[config.mk]
export PLATFORM = sky130hd
export DESIGN_NAME = fdd_pin_router
export DESIGN_NICKNAME = d
export VERILOG_FILES = /design/src/rtl/fdd_router_pkg.sv /design/src/rtl/fdd_ctrl_regs.sv /design/src/rtl/fdd_drive_map.sv /design/src/rtl/fdd_pad_drv.sv /design/src/rtl/fdd_status_force.sv /design/src/rtl/fdd_pin_router.sv
export SDC_FILE = /design/constraint.sdc
export NUM_CORES = 1
export LEC_CHECK = 0
export BUFFER_PORTS_ARGS = -buffer_cell sky130_fd_sc_hd__clkbuf_2
export CORE_MARGIN = 2
export CORE_UTILIZATION = 35
export DETAILED_ROUTE_END_ITERATION = 16
export PLACE_DENSITY = 0.67
export SLEW_MARGIN = 5
export SYNTH_ARGS = -nofsm -noshare
export SYNTH_HDL_FRONTEND = slang
export SYNTH_SLANG_ARGS = --single-unit
[constraint.sdc]
create_clock -name clk -period 1.1 [get_ports clk]
set_input_delay 0 -clock clk [delete_from_list [all_inputs] [get_ports clk]]
set_output_delay 0 -clock clk [all_outputs]
set_load 0.01 [all_outputs]
[src/rtl/fdd_router_pkg.sv]
package fdd_router_pkg;
    localparam int REG_DW        = 8;
    localparam int NDRV          = 2;
    localparam int DSW           = 1;
    localparam int ADDR_MODE     = 0;
    localparam int ADDR_DCHG     = 1;
    localparam int ADDR_WPROT    = 2;
    localparam int MODE_SWAP_BIT = 4;
    localparam int MODE_OD_BIT   = 6;

    typedef struct packed {
        logic [REG_DW-1:0] mode;
        logic [REG_DW-1:0] dchg;
        logic [REG_DW-1:0] wprot;
    } ctl_regs_t;
endpackage

[src/rtl/fdd_ctrl_regs.sv]
module fdd_ctrl_regs
    import fdd_router_pkg::*;
#(
    parameter int AW = 2
) (
    input  logic              clk,
    input  logic              rst_n,
    input  logic              we,
    input  logic [AW-1:0]     addr,
    input  logic [REG_DW-1:0] wdata,
    output logic [REG_DW-1:0] rdata,
    output logic              swap_o,
    output logic              od_o,
    output logic [NDRV-1:0]   dchg_force_o,
    output logic              wp_force_o
);
    ctl_regs_t regs_d, regs_q;

    always_comb begin
        regs_d = regs_q;
        if (we) begin
            case (addr)
                AW'(ADDR_MODE):  regs_d.mode  = wdata;
                AW'(ADDR_DCHG):  regs_d.dchg  = wdata;
                AW'(ADDR_WPROT): regs_d.wprot = wdata;
                default:         regs_d       = regs_q;
            endcase
        end
    end

    always_ff @(posedge clk or negedge rst_n) begin
        if (!rst_n) regs_q <= '0;
        else        regs_q <= regs_d;
    end

    always_comb begin
        case (addr)
            AW'(ADDR_MODE):  rdata = regs_q.mode;
            AW'(ADDR_DCHG):  rdata = regs_q.dchg;
            AW'(ADDR_WPROT): rdata = regs_q.wprot;
            default:         rdata = '0;
        endcase
    end

    assign swap_o       = regs_q.mode[MODE_SWAP_BIT];
    assign od_o         = regs_q.mode[MODE_OD_BIT];
    assign dchg_force_o = regs_q.dchg[NDRV-1:0];
    assign wp_force_o   = regs_q.wprot[0];

    // Registers hold their value when no write is strobed
    p_hold_r2: assert property (@(posedge clk) disable iff (!rst_n)
        !we |=> $stable(regs_q));
    // A write to the unmapped address leaves every register unchanged
    p_unmapped_r2: assert property (@(posedge clk) disable iff (!rst_n)
        (we && addr == AW'(3)) |=> $stable(regs_q));
endmodule

[src/rtl/fdd_drive_map.sv]
module fdd_drive_map
    import fdd_router_pkg::*;
(
    input  logic            clk,
    input  logic            rst_n,
    input  logic            swap,
    input  logic            sel_en,
    input  logic [DSW-1:0]  drv,
    input  logic [NDRV-1:0] motor,
    output logic [NDRV-1:0] sel_n,
    output logic [NDRV-1:0] mtr_n,
    output logic [DSW-1:0]  phys_drv
);
    assign phys_drv = drv ^ DSW'(swap);

    for (genvar p = 0; p < NDRV; p++) begin : g_phys
        logic [DSW-1:0] log_idx;
        assign log_idx  = DSW'(p) ^ DSW'(swap);
        assign sel_n[p] = ~(sel_en && (phys_drv == DSW'(p)));
        assign mtr_n[p] = ~motor[log_idx];
    end

    // Swapped: logical drive 0 selected lands on physical pair 1
    p_swap_sel_r4: assert property (@(posedge clk) disable iff (!rst_n)
        (swap && sel_en && drv == '0) |-> (!sel_n[1] && sel_n[0]));
    // Straight: motor of logical 0 lands on physical pair 0
    p_straight_mtr_r3: assert property (@(posedge clk) disable iff (!rst_n)
        !swap |-> (mtr_n[0] == !motor[0]));
    // At most one physical select line is active
    p_one_sel_r3: assert property (@(posedge clk) disable iff (!rst_n)
        $onehot0(~sel_n));
endmodule

[src/rtl/fdd_pad_drv.sv]
module fdd_pad_drv #(
    parameter int NPINS = 4,
    parameter int NGPIO = 2
) (
    input  logic             clk,
    input  logic             rst_n,
    input  logic [NPINS-1:0] fl_n,
    input  logic             od,
    input  logic [NGPIO-1:0] gp_fn,
    input  logic [NGPIO-1:0] gp_dout,
    input  logic [NGPIO-1:0] gp_en,
    input  logic [NGPIO-1:0] gp_od,
    output logic [NPINS-1:0] pad_o,
    output logic [NPINS-1:0] pad_oe
);
    localparam int NDED = NPINS - NGPIO;

    logic [NPINS-1:0] fl_oe;

    for (genvar i = 0; i < NPINS; i++) begin : g_pin
        assign fl_oe[i] = od ? ~fl_n[i] : 1'b1;
        if (i < NDED) begin : g_ded
            assign pad_o[i]  = fl_n[i];
            assign pad_oe[i] = fl_oe[i];
        end else begin : g_shr
            localparam int G = i - NDED;
            logic gp_oe;
            assign gp_oe     = gp_en[G] & (gp_od[G] ? ~gp_dout[G] : 1'b1);
            assign pad_o[i]  = gp_fn[G] ? fl_n[i]  : gp_dout[G];
            assign pad_oe[i] = gp_fn[G] ? fl_oe[i] : gp_oe;

            // Floppy function on a shared pad: open-drain never drives high
            p_shr_od_r7: assert property (@(posedge clk) disable iff (!rst_n)
                (gp_fn[G] && od && fl_n[i]) |-> !pad_oe[i]);
            // GPIO function: disabled GPIO leaves the pad released
            p_shr_gpio_r8: assert property (@(posedge clk) disable iff (!rst_n)
                (!gp_fn[G] && !gp_en[G]) |-> !pad_oe[i]);
        end
    end

    // Push-pull: dedicated pads always enabled
    p_pp_drive_r5: assert property (@(posedge clk) disable iff (!rst_n)
        !od |-> &pad_oe[NDED-1:0]);
    // Open-drain: a dedicated pad high is released
    p_od_release_r6: assert property (@(posedge clk) disable iff (!rst_n)
        (od && pad_o[0]) |-> !pad_oe[0]);
endmodule

[src/rtl/fdd_status_force.sv]
module fdd_status_force
    import fdd_router_pkg::*;
(
    input  logic            clk,
    input  logic            rst_n,
    input  logic            sel_en,
    input  logic [DSW-1:0]  phys_drv,
    input  logic [NDRV-1:0] dchg_force,
    input  logic            wp_force,
    input  logic            pin_dc_n,
    input  logic            pin_wp_n,
    output logic            ctl_dc_n,
    output logic            ctl_wp_n
);
    logic force_hit;

    assign force_hit = sel_en & dchg_force[phys_drv];
    assign ctl_dc_n  = pin_dc_n & ~force_hit;
    assign ctl_wp_n  = pin_wp_n & ~wp_force;

    // No selection: disk-change passes straight through
    p_force_gate_r10: assert property (@(posedge clk) disable iff (!rst_n)
        !sel_en |-> (ctl_dc_n == pin_dc_n));
    // Write-protect force wins over the cable
    p_wp_force_r11: assert property (@(posedge clk) disable iff (!rst_n)
        wp_force |-> !ctl_wp_n);
    // Disk-change seen low only when cable or force says so
    p_dc_source_r9: assert property (@(posedge clk) disable iff (!rst_n)
        (!ctl_dc_n) |-> (!pin_dc_n || sel_en));
endmodule

[src/rtl/fdd_pin_router.sv]
module fdd_pin_router
    import fdd_router_pkg::*;
(
    input  logic       clk,
    input  logic       rst_n,
    input  logic       reg_we,
    input  logic [1:0] reg_addr,
    input  logic [7:0] reg_wdata,
    output logic [7:0] reg_rdata,
    input  logic       ctl_sel_en,
    input  logic       ctl_drv,
    input  logic [1:0] ctl_motor,
    output logic       ctl_dskchg_n,
    output logic       ctl_wprot_n,
    input  logic       pin_dskchg_n,
    input  logic       pin_wprot_n,
    output logic       fda_sel_n,
    output logic       fda_sel_oe,
    output logic       fda_mtr_n,
    output logic       fda_mtr_oe,
    input  logic [1:0] gpio_fn,
    input  logic [1:0] gpio_dout,
    input  logic [1:0] gpio_en,
    input  logic [1:0] gpio_od,
    output logic [1:0] gpio_pad_o,
    output logic [1:0] gpio_pad_oe
);
    localparam int NPINS = 2 * NDRV;
    localparam int NGPIO = 2;

    logic            swap, od, wp_force;
    logic [NDRV-1:0] dchg_force, sel_n, mtr_n;
    logic [DSW-1:0]  phys_drv;
    logic [NPINS-1:0] fl_n, pad_o, pad_oe;

    fdd_ctrl_regs #(.AW(2)) u_regs (
        .clk(clk), .rst_n(rst_n), .we(reg_we), .addr(reg_addr),
        .wdata(reg_wdata), .rdata(reg_rdata), .swap_o(swap), .od_o(od),
        .dchg_force_o(dchg_force), .wp_force_o(wp_force)
    );

    fdd_drive_map u_map (
        .clk(clk), .rst_n(rst_n), .swap(swap), .sel_en(ctl_sel_en),
        .drv(ctl_drv), .motor(ctl_motor), .sel_n(sel_n), .mtr_n(mtr_n),
        .phys_drv(phys_drv)
    );

    // pad order: pair0 select, pair0 motor, pair1 select, pair1 motor
    assign fl_n = {mtr_n[1], sel_n[1], mtr_n[0], sel_n[0]};

    fdd_pad_drv #(.NPINS(NPINS), .NGPIO(NGPIO)) u_pads (
        .clk(clk), .rst_n(rst_n), .fl_n(fl_n), .od(od), .gp_fn(gpio_fn),
        .gp_dout(gpio_dout), .gp_en(gpio_en), .gp_od(gpio_od),
        .pad_o(pad_o), .pad_oe(pad_oe)
    );

    assign fda_sel_n   = pad_o[0];
    assign fda_sel_oe  = pad_oe[0];
    assign fda_mtr_n   = pad_o[1];
    assign fda_mtr_oe  = pad_oe[1];
    assign gpio_pad_o  = pad_o[3:2];
    assign gpio_pad_oe = pad_oe[3:2];

    fdd_status_force u_stat (
        .clk(clk), .rst_n(rst_n), .sel_en(ctl_sel_en), .phys_drv(phys_drv),
        .dchg_force(dchg_force), .wp_force(wp_force), .pin_dc_n(pin_dskchg_n),
        .pin_wp_n(pin_wprot_n), .ctl_dc_n(ctl_dskchg_n), .ctl_wp_n(ctl_wprot_n)
    );
endmodule

==> results of run 1 <==
-- kinds of logic (layout without fill, tap and decap cells) --
group                     after synthesis  in the layout
and+or+nand+nor                        21             21
DFF                                    24             24
buffers and inverters                   4             67
muxes                                  35             35
xor gates and xnor gates                2              2
AOI/OAI and AO/OA                      15             15
-- placed cells by master (no fill, tap or decap), drive strengths merged --
cell type     n
a31oi         4
nor2b         2
xor2          1
mux2         25
mux2i        10
nand3b        1
a21oi         2
buf          18
dfrtp        24
dlygate4sd3   9
nor3b         1
o21ai         9
nor2          1
clkbuf       40
xnor2         1
nand2        16
-- metal layers --
metal	share of wire, %	routed length, um
met2	50	1391
met3	5.9	166
met1	43	1204
met5	0	0
met4	1.2	34
-- worst paths after layout --
kind                                  start          endpoint  slack [ns]
max                           u_regs.swap_o     gpio_pad_o[1]       -0.33
min                                   rst_n  u_regs.regs_q[5]        0.20
max reg2reg                   u_regs.swap_o     u_regs.swap_o        0.12
min reg2reg                u_regs.regs_q[4]  u_regs.regs_q[4]        0.52
max in group asynchronous             rst_n     u_regs.swap_o        0.49
min in group clk                     reg_we  u_regs.regs_q[7]        0.21
-- power breakdown --
group / total [uW] / leakage [uW] / switching (uW) / internal, uW
Combinational: 702 / 0.000516 / 304 / 398
Clock: 458 / 0.0000210 / 255 / 202
Sequential: 1160 / 0.000282 / 110 / 1050
-- registers in the layout, indices dropped and copies added (netlist names) --
| name | cells |
|---|---|
| u_regs.od_o | 1 |
| u_regs.wp_force_o | 1 |
| u_regs.swap_o | 1 |
| u_regs.dchg_force_o | 2 |
| u_regs.regs_q | 19 |
-- layout make-up --
class | count | share of cell area, %
multi-input cells | 73 | 35.85
flip-flops and latches | 24 | 35.62
repair buffers | 63 | 22.99
well taps | 46 | 3.400
clock buffers | 4 | 2.143
-- repair_timing --
action / CTS / global route
setup buffers: 2 / 1
setup endpoints to repair: 14 / 18
pin swaps: 4 / 5
gates cloned: 0 / 0
hold buffers: 9 / 0
endpoints found under the hold margin: 48 / 0
gates resized for setup: 11 / 12
-- metrics by stage --
step | util [%] | hold slack [ns] | power (uW)
5_1_grt | 50.73 | 0.2284 | 2483
6_report | 50.73 | 0.2006 | 2320
2_1_floorplan | - | -0.2956 | 1530
3_5_place_dp | 45.52 | 0.03771 | 1799
3_3_place_gp | 45.52 | 0.01512 | 1760
4_1_cts | 50.28 | 0.2126 | 2330
==> metrics.cfg, run 1 <==
[timing]
max_freq_ghz = 0.6975
period_share_pct = 130.3
setup_viol = 11
setup_tns_ns = -2.182
fin_crit_ns = 1.434
finalClockSkew_ns = 0
maxSlewViolCount = 0
slew_headroom_pct = 60.93
rsz0062_at_grt = yes
hold_viol = 0
worst_slack_ns = -0.3336
tightest_slew_ns = 0.5861

[synthesis]
synth_edf_count = 0
synth.area.top_cells = dfrtp_1 49%, mux2_2 23%, mux2i_1 8.2%
synth-main-ff-cell = dfrtp_1
syn_inst = 101
yosys_warnings = 0
muxShareOfSynthArea_pct = 31.35
synth_fa_ha_area_share_pct = 0
synthArstFlopShare_pct = 100.0
synth_compound_area_share_pct = 6.578
syn_area_per_cell_um2 = 12.05
yosys.area.top_type = dfrtp_1
synthXorXnorAreaFrac_pct = 1.439
synth-seq-cells = 24
synth.net_count = 128
synth-seq-area-share_pct = 49.33
ys_types = 17
synth_area_mm2 = 0.001217
synth_common_cells = 25 x mux2_2, 24 x dfrtp_1, 15 x nand2_1
synth_simple_gate_area_share_pct = 8.941
yosysMostFrequentCell = mux2_2
synth_top_family_by_area = multiplexers
yosysTopAreaCellShare_pct = 49.33

[detailed_routing]
wire_per_inst_um = 13.32
dr_total_vias = 1021
routed_wl_um = 2797
ant_nets = 0
drcViolationCount = 0
dr.pass1.iters = 4
drt-initial-drc-count = 7
viasPerCell = 4.862

[global_route]
met1_usage_pct = 18.09
met2_usage_pct = 28.46
top_usage_layer = met2
grt_overflow_total = 0
grt_use_total_pct = 15.38
grt_pass1_wl_um = 4857
grt_pass1_vias = 1103
grt_start_max_net_pins = 25
globalRouteMet3Util_pct = 2.703
antenna_found_initial = 0

[clock_tree]
cts_made_buffers = 3
cts_root_buffer = clkbuf_4
clkTransAtPathRegs_ns = 0.12
cts_tree = built
clock_sinks = 24
clockBufferDepth = 2
htreeDepth = 1
clk_latency_ns = 0.31

[run_status]
outcome = finished with violations
violations = setup timing

[die]
io_pins = 45
initial_utilization_pct = 36.48
fp.dieW_um = 62.98
core.rowCount = 21
design.die.area_mm2 = 0.003966
die-height_um = 62.98
coreArea_mm2 = 0.003337

[layout]
area_growth_pct = 39.05
n_fill_cell = 318
diodes = 0
stdcell_count = 210
drive_gt1_share_pct = 54.88
final_area_mm2 = 0.001693
fin_nets = 192
seqCellArea_um2 = 603.1
multi_input_area_um2 = 606.8

[critical_path]
critPathCaptureType = output port
reg2reg_depth = 2
path_delay_family = flip-flops
start_kind = register
cp_max_fo = 4
path_depth = 4
worst-path-buf-inv = 2
crit_path_cell_trace = buf_6, mux2i_1, mux2_4, clkbuf_2
path_class = reg -> out
cp_data_required_time_ns = 1.10
cp_data_arrival_time_ns = 1.43
max_stage_delay_ns = 0.47
cp_slowest_cell = dfrtp_2

[worst_hold_path]
hp-class = in -> async

[pwr]
p_leak_uw = 0.0008187
ir_drop_v = 0.0007198
power.density_mw_per_mm2 = 1371

[place]
numPortBuffers = 44
placed_cells = 194
hpwl_um = 2104
place_ws_ns = -0.008083
place_area_mm2 = 0.001519
routabilityCongestion = 0.7136

[run]
max-cap-violations = 0

No activity file was read; power rests on OpenSTA's default activity.
==> inputs of run 2 (changes only) <==
Settings changed: ABC_AREA set to 1, PLACE_DENSITY 0.67 to 0.66.
==> metrics.cfg, run 2 <==
[layout]
fin_nets = 237  ; +23%
largest_register = u_regs.regs_q
diodes = 0  ; unchanged
largest_register_ffs = 19  ; unchanged
layout_commonest_cell = nand2_1
final_cell_mix = 60 x nand2_1, 40 x clkbuf_2, 23 x dfrtp_1
drive_gt1_share_pct = 40.67  ; -14 points
area_growth_pct = 26.53

[global_route]
grt_start_max_net_pins = 25  ; unchanged
grt_use_total_pct = 14.32  ; -1.1 points
grt_pass1_wl_um = 4664  ; -4.0%
grt_pass1_vias = 1098  ; -0.45%
grt_overflow_total = 0  ; unchanged
antenna_found_initial = 0  ; unchanged

[detailed_routing]
wl_met3_um = 192  ; +16%
drt-initial-drc-count = 32  ; +25
top_layer = met4
wl_met2_um = 1176  ; -15%
dr.pass1.iters = 4  ; unchanged
wire_per_inst_um = 10.33  ; -22%
dr_total_vias = 1144  ; +12%
drcViolationCount = 0  ; unchanged
wl_met1_um = 1243  ; +3.2%
viasPerCell = 4.451  ; -8.4%
routed_wl_um = 2654  ; -5.1%
ant_nets = 0  ; unchanged

[critical_path]
path_delay_family = flip-flops
cp_slowest_cell = dfrtp_2
timing.rr.start = u_regs.swap_o
r2r_end = u_regs.swap_o
max_stage_delay_ns = 0.45  ; -0.02 ns
crit_path_frequent_cell = nand2_1
critPathLaunch = u_regs.swap_o
cp_data_arrival_time_ns = 1.19  ; -0.24 ns
start_kind = register
cp_data_required_time_ns = 1.10  ; about the same
worst-path-buf-inv = 1  ; -1
path_depth = 6  ; +2
reg2reg_slack_ns = 0.27  ; +0.15 ns
cp_max_fo = 6  ; +2
path_class = reg -> out
cp-endpoint = gpio_pad_oe[0]
crit_path_cell_trace = nand2_1, nand3_2, nand2_1, nand2_1, nand2_1, clkbuf_2
reg2reg_depth = 3  ; +1
critPathCaptureType = output port

[timing]
tightest_slew_ns = 0.5730  ; -0.01310 ns
hold_ws_ns = 0.01839  ; -0.1822 ns
period_share_pct = 108.0  ; -22 points
hold_viol = 0  ; unchanged
setup_viol = 9  ; -2
fin_crit_ns = 1.188  ; -0.2456 ns
rsz0062_at_grt = yes
worst_slack_ns = -0.08799  ; +0.2456 ns
setup_tns_ns = -0.3340  ; +1.848 ns
maxSlewViolCount = 0  ; unchanged
max_freq_ghz = 0.8418  ; +21%
finalClockSkew_ns = 0  ; unchanged
slew_headroom_pct = 61.80  ; +0.87 points

[clock_tree]
clkTransAtPathRegs_ns = 0.08  ; -0.04 ns
clockBufferDepth = 2  ; unchanged
htreeDepth = 1  ; unchanged
cts_made_buffers = 3  ; unchanged
cts_tree = built
clock_sinks = 24  ; unchanged
clk_latency_ns = 0.26  ; -0.05 ns
cts_root_buffer = clkbuf_8

[pwr]
p_sw_share_pct = 30.07  ; +1.2 points
ir_drop_v = 0.0007155  ; -0.60%
p_sw_uw = 688.2  ; +2.9%
pwr-share-comb_pct = 25.8  ; -4.5 points
p_leak_uw = 0.0008974  ; +9.6%
intPower_uw = 1601  ; -3.1%
power.density_mw_per_mm2 = 1385  ; +1.0%
p_clk_share_pct = 25.6  ; +5.9 points
power_frac_seq_pct = 48.6  ; -1.4 points

[synthesis]
synth-seq-cells = 24  ; unchanged
synth_edf_count = 0  ; unchanged
synth-seq-area-share_pct = 45.98  ; -3.4 points
synth_common_cells = 61 x nand2_1, 24 x dfrtp_1, 16 x o21ai_2
syn_area_per_cell_um2 = 8.113  ; -33%
yosysMostFrequentCell = nand2_1
yosys.area.top_type = dfrtp_1
synth.net_count = 188  ; +47%
syn_inst = 161  ; +59%
ys_types = 19  ; +2
yosys_warnings = 0  ; unchanged
yosysTopAreaCellShare_pct = 45.98  ; -3.4 points
synth-main-ff-cell = dfrtp_1
synth_area_mm2 = 0.001306  ; +7.3%
synthArstFlopShare_pct = 100.0  ; unchanged
synth.area.top_cells = dfrtp_1 46%, nand2_1 18%, o21ai_2 11%

[place]
routabilityCongestion = 0.6960  ; -2.5%
numPortBuffers = 44  ; unchanged
place_ws_ns = 0.1147  ; +0.1228 ns
hpwl_um = 1996  ; -5.1%

[die]
design.die.area_mm2 = 0.004237  ; +6.8%
initial_utilization_pct = 35.95  ; -0.53 points
core.rowCount = 22  ; +4.8%
fp.dieW_um = 65.09  ; +3.4%
die-height_um = 65.09  ; +3.4%
coreArea_mm2 = 0.003633  ; +8.9%
io_pins = 45  ; unchanged

[run_status]
violations = setup timing
outcome = finished with violations

[run]
max-cap-violations = 0  ; unchanged

[worst_hold_path]
hp-class = in -> reg

[run 2: timing repair]
item                                   in CTS  in global routing
setup endpoints to repair                   9                 11
hold buffers                                1                  0
gates resized for setup                     4                  5
endpoints found under the hold margin      24                  0
cloned                                      0                  0
buffers inserted                            1                  0
pin swaps                                   1                  0
[run 2: layer usage]
metal	global-route usage, %	vias to the layer above
met3	2.911	5
met5	0	-
met1	17.84	494
met4	5.469	0
li1	-	609
met2	24.48	36
[run 2: how the worst min path moves through the flow]
stage,cells past startpoint,startpoint,to
after floorplan,0,rst_n,u_regs.dchg_force_o[0]
after global placement,1,rst_n,u_regs.regs_q[3]
after detailed placement,1,rst_n,u_regs.regs_q[3]
after CTS,3,reg_wdata[5],u_regs.regs_q[13]
after global routing,3,reg_wdata[0],u_regs.wp_force_o
final,3,reg_wdata[5],u_regs.regs_q[5]
[run 2: cell families (layout without fill, tap and decap cells)]
group,Yosys count,after routing,share of synthesized area (%)
muxes,1,1,0.7663
AOI/OAI and AO/OA,25,25,14.37
DFF,24,24,45.98
buffers and inverters,21,69,7.758
and+or+nand+nor,90,90,31.13
[run 2: worst min-delay path: cells and delay by family]
kind	cells	cell delay [ns]
compound gates	1	0.07
buf+inv	2	0.18
[run 2: layout make-up]
class / count / area [um^2]
Multi-Input combinational cell: 116 / 616.8
Inverter: 17 / 66.31
Tap cell: 48 / 60.06
Sequential cell: 24 / 601.8
Timing Repair Buffer: 48 / 252.7
Clock buffer: 4 / 55.05
Fill cell: 403 / 1981
[run 2: metrics by stage]
| step | utilization [%] | area, um^2 | power, uW | std cells |
|---|---|---|---|---|
| 2_1_floorplan | - | 1306 | 1493 | 161 |
| 3_3_place_gp | 43.11 | 1567 | 1699 | 251 |
| 3_5_place_dp | 43.11 | 1567 | 1710 | 251 |
| 4_1_cts | 45.35 | 1648 | 2314 | 257 |
| 5_1_grt | 45.49 | 1653 | 2463 | 257 |
| 6_report | 45.49 | 1653 | 2289 | 257 |
[run 2: power by group through the flow]
stage / clock (uW) / sequential, uW / combinational, uW
6_report: 586 / 1110 / 590
5_1_grt: 652 / 1130 / 676
4_1_cts: 600 / 1110 / 599
3_5_place_dp: 0 / 1130 / 579
3_3_place_gp: 0 / 1130 / 573
2_1_floorplan: 0 / 1100 / 391
==> inputs of run 3 (changes only) <==
Settings changed: RECOVER_POWER set to 100.
==> metrics.cfg, run 3 (synthesized netlist as in run 2, its figures left out) <==
[global_route]
grt_overflow_total = 0  ; unchanged
grt_use_total_pct = 14.32  ; unchanged
grt_start_max_net_pins = 25  ; unchanged
grt_pass1_vias = 1098  ; unchanged
antenna_found_initial = 0  ; unchanged
grt_pass1_wl_um = 4664  ; unchanged

[layout]
largest_register = u_regs.regs_q
drive_gt1_share_pct = 30.14  ; -11 points
largest_register_ffs = 19  ; unchanged
diodes = 0  ; unchanged
fin_nets = 237  ; unchanged
final_cell_mix = 60 x nand2_1, 34 x clkbuf_2, 23 x o21ai_0, 23 x dfrtp_1, 14 x inv_1
area_growth_pct = 21.36
layout_commonest_cell = nand2_1

[critical_path]
cp_max_fo = 6  ; unchanged
cp_slowest_cell = dfrtp_2
critPathLaunch = u_regs.swap_o
cp_data_arrival_time_ns = 1.19  ; about the same
max_stage_delay_ns = 0.45  ; about the same
cp_data_required_time_ns = 1.10  ; about the same
crit_path_cell_trace = nand2_1, nand3_2, nand2_1, nand2_1, nand2_1, clkbuf_2
start_kind = register
path_class = reg -> out
timing.rr.start = u_regs.swap_o
critPathCaptureType = output port
crit_path_frequent_cell = nand2_1

[pwr]
p_leak_uw = 0.0008552  ; -4.7%
finalPower_uw = 2213  ; -3.3%
power.density_mw_per_mm2 = 1396  ; +0.80%
ir_drop_v = 0.0007016  ; -1.9%

[clock_tree]
cts_root_buffer = clkbuf_8
clockBufferDepth = 2  ; unchanged
htreeDepth = 1  ; unchanged
cts_tree = built
clock_sinks = 24  ; unchanged
clk_latency_ns = 0.26  ; about the same
cts_made_buffers = 3  ; unchanged
clkTransAtPathRegs_ns = 0.08  ; about the same

[die]
die-height_um = 65.09  ; unchanged
io_pins = 45  ; unchanged
coreArea_mm2 = 0.003633  ; unchanged
fp.dieW_um = 65.09  ; unchanged
design.die.area_mm2 = 0.004237  ; unchanged
core.rowCount = 22  ; unchanged
initial_utilization_pct = 35.95  ; unchanged

[detailed_routing]
top_layer = met4
drt-initial-drc-count = 32  ; unchanged
routed_wl_um = 2660  ; +0.23%
viasPerCell = 4.432  ; -0.44%
ant_nets = 0  ; unchanged
dr_total_vias = 1139  ; -0.44%
wl_met1_um = 1291  ; +3.9%
drcViolationCount = 0  ; unchanged
wl_met3_um = 198  ; +3.1%
dr.pass1.iters = 4  ; unchanged
wire_per_inst_um = 10.35  ; +0.23%
wl_met2_um = 1138  ; -3.2%

[timing]
hold_ws_ns = -0.005337  ; -0.02372 ns
maxSlewViolCount = 0  ; unchanged
setup_viol = 9  ; unchanged
finalClockSkew_ns = 0  ; unchanged
slew_headroom_pct = 61.92  ; +0.12 points
rsz0062_at_grt = yes
tightest_slew_ns = 0.5712  ; -0.001822 ns
period_share_pct = 108.0  ; about the same
worst_slack_ns = -0.08809  ; -0.00009670 ns
hold_viol = 3  ; +3
fin_crit_ns = 1.188  ; +0.00009670 ns
max_freq_ghz = 0.8417  ; about the same

[place]
hpwl_um = 1996  ; unchanged
numPortBuffers = 44  ; unchanged
routabilityCongestion = 0.6960  ; unchanged

[run_status]
violations = hold timing, setup timing
outcome = finished with violations

[worst_hold_path]
hold_start = reg_wdata[4]
hp-class = in -> reg

[run]
max-cap-violations = 0  ; unchanged

## run 3: cell count changes in the layout (fill, tap and decap cells not counted)
| cell | before | now |
|---|---|---|
| clkbuf_1 | 0 | 6 |
| clkbuf_2 | 40 | 34 |
| o21ai_1 | 8 | 1 |
| o21ai_2 | 16 | 0 |
| o21ai_0 | 0 | 23 |
## run 3: repair_timing
item,CTS,global route
setup buffers,1,0
pin swaps,1,0
resized for setup,4,5
gates cloned,0,0
endpoints found under the setup margin,9,11
hold endpoints to repair,24,0
hold buffers,1,0
## run 3: critical path: cells and delay by family, from the launching register on
family / cells / cell delay (ns)
AND/OR/NAND/NOR: 5 / 0.36
flip-flops: 1 / 0.45
buffers and inverters: 1 / 0.12
## run 3: power by group
part	switching (uW)	internal [uW]	total, uW
Combinational	298	222	520
Sequential	89.7	1020	1110
Clock	261	319	580
Total	649	1560	2210
## run 3: final timing paths
path | endpoint | slack (ns) | cells after the start
max in group asynchronous | u_regs.swap_o | 0.44 | 2
worst min register to register | u_regs.regs_q[3] | 0.49 | 2
worst max register to register | u_regs.swap_o | 0.28 | 3
worst max-delay path | gpio_pad_oe[0] | -0.09 | 6
worst min-delay path | u_regs.swap_o | -0.005 | 3
min in group asynchronous | u_regs.regs_q[3] | 0.25 | 2
## run 3: final cells by class
type	count	area, um^2
Timing Repair Buffer	48	245.2
Inverter	17	66.31
Fill cell	423	2048
Tap cell	48	60.06
Clock buffer	4	55.05
Multi-Input combinational cell	116	556.8
Sequential cell	24	601.8
## run 3: per-stage QoR
step	setup WS, ns	util (%)	area (um^2)	TNS [ns]	instances
global placement	0.1300	43.11	1567	0	251
CTS	-0.09956	45.35	1648	-0.4824	257
floorplan	0.1239	-	1306	0	161
detailed placement	0.1147	43.11	1567	0	251
finish	-0.08809	43.63	1585	-0.3338	257
global route	-0.1744	43.63	1585	-1.168	257
## run 3: layer usage
| layer | global-route usage [%] | up-vias |
|---|---|---|
| met3 | 2.911 | 4 |
| met4 | 5.469 | 0 |
| met1 | 17.84 | 491 |
| met2 | 24.48 | 37 |
| met5 | 0 | - |
| li1 | - | 607 |
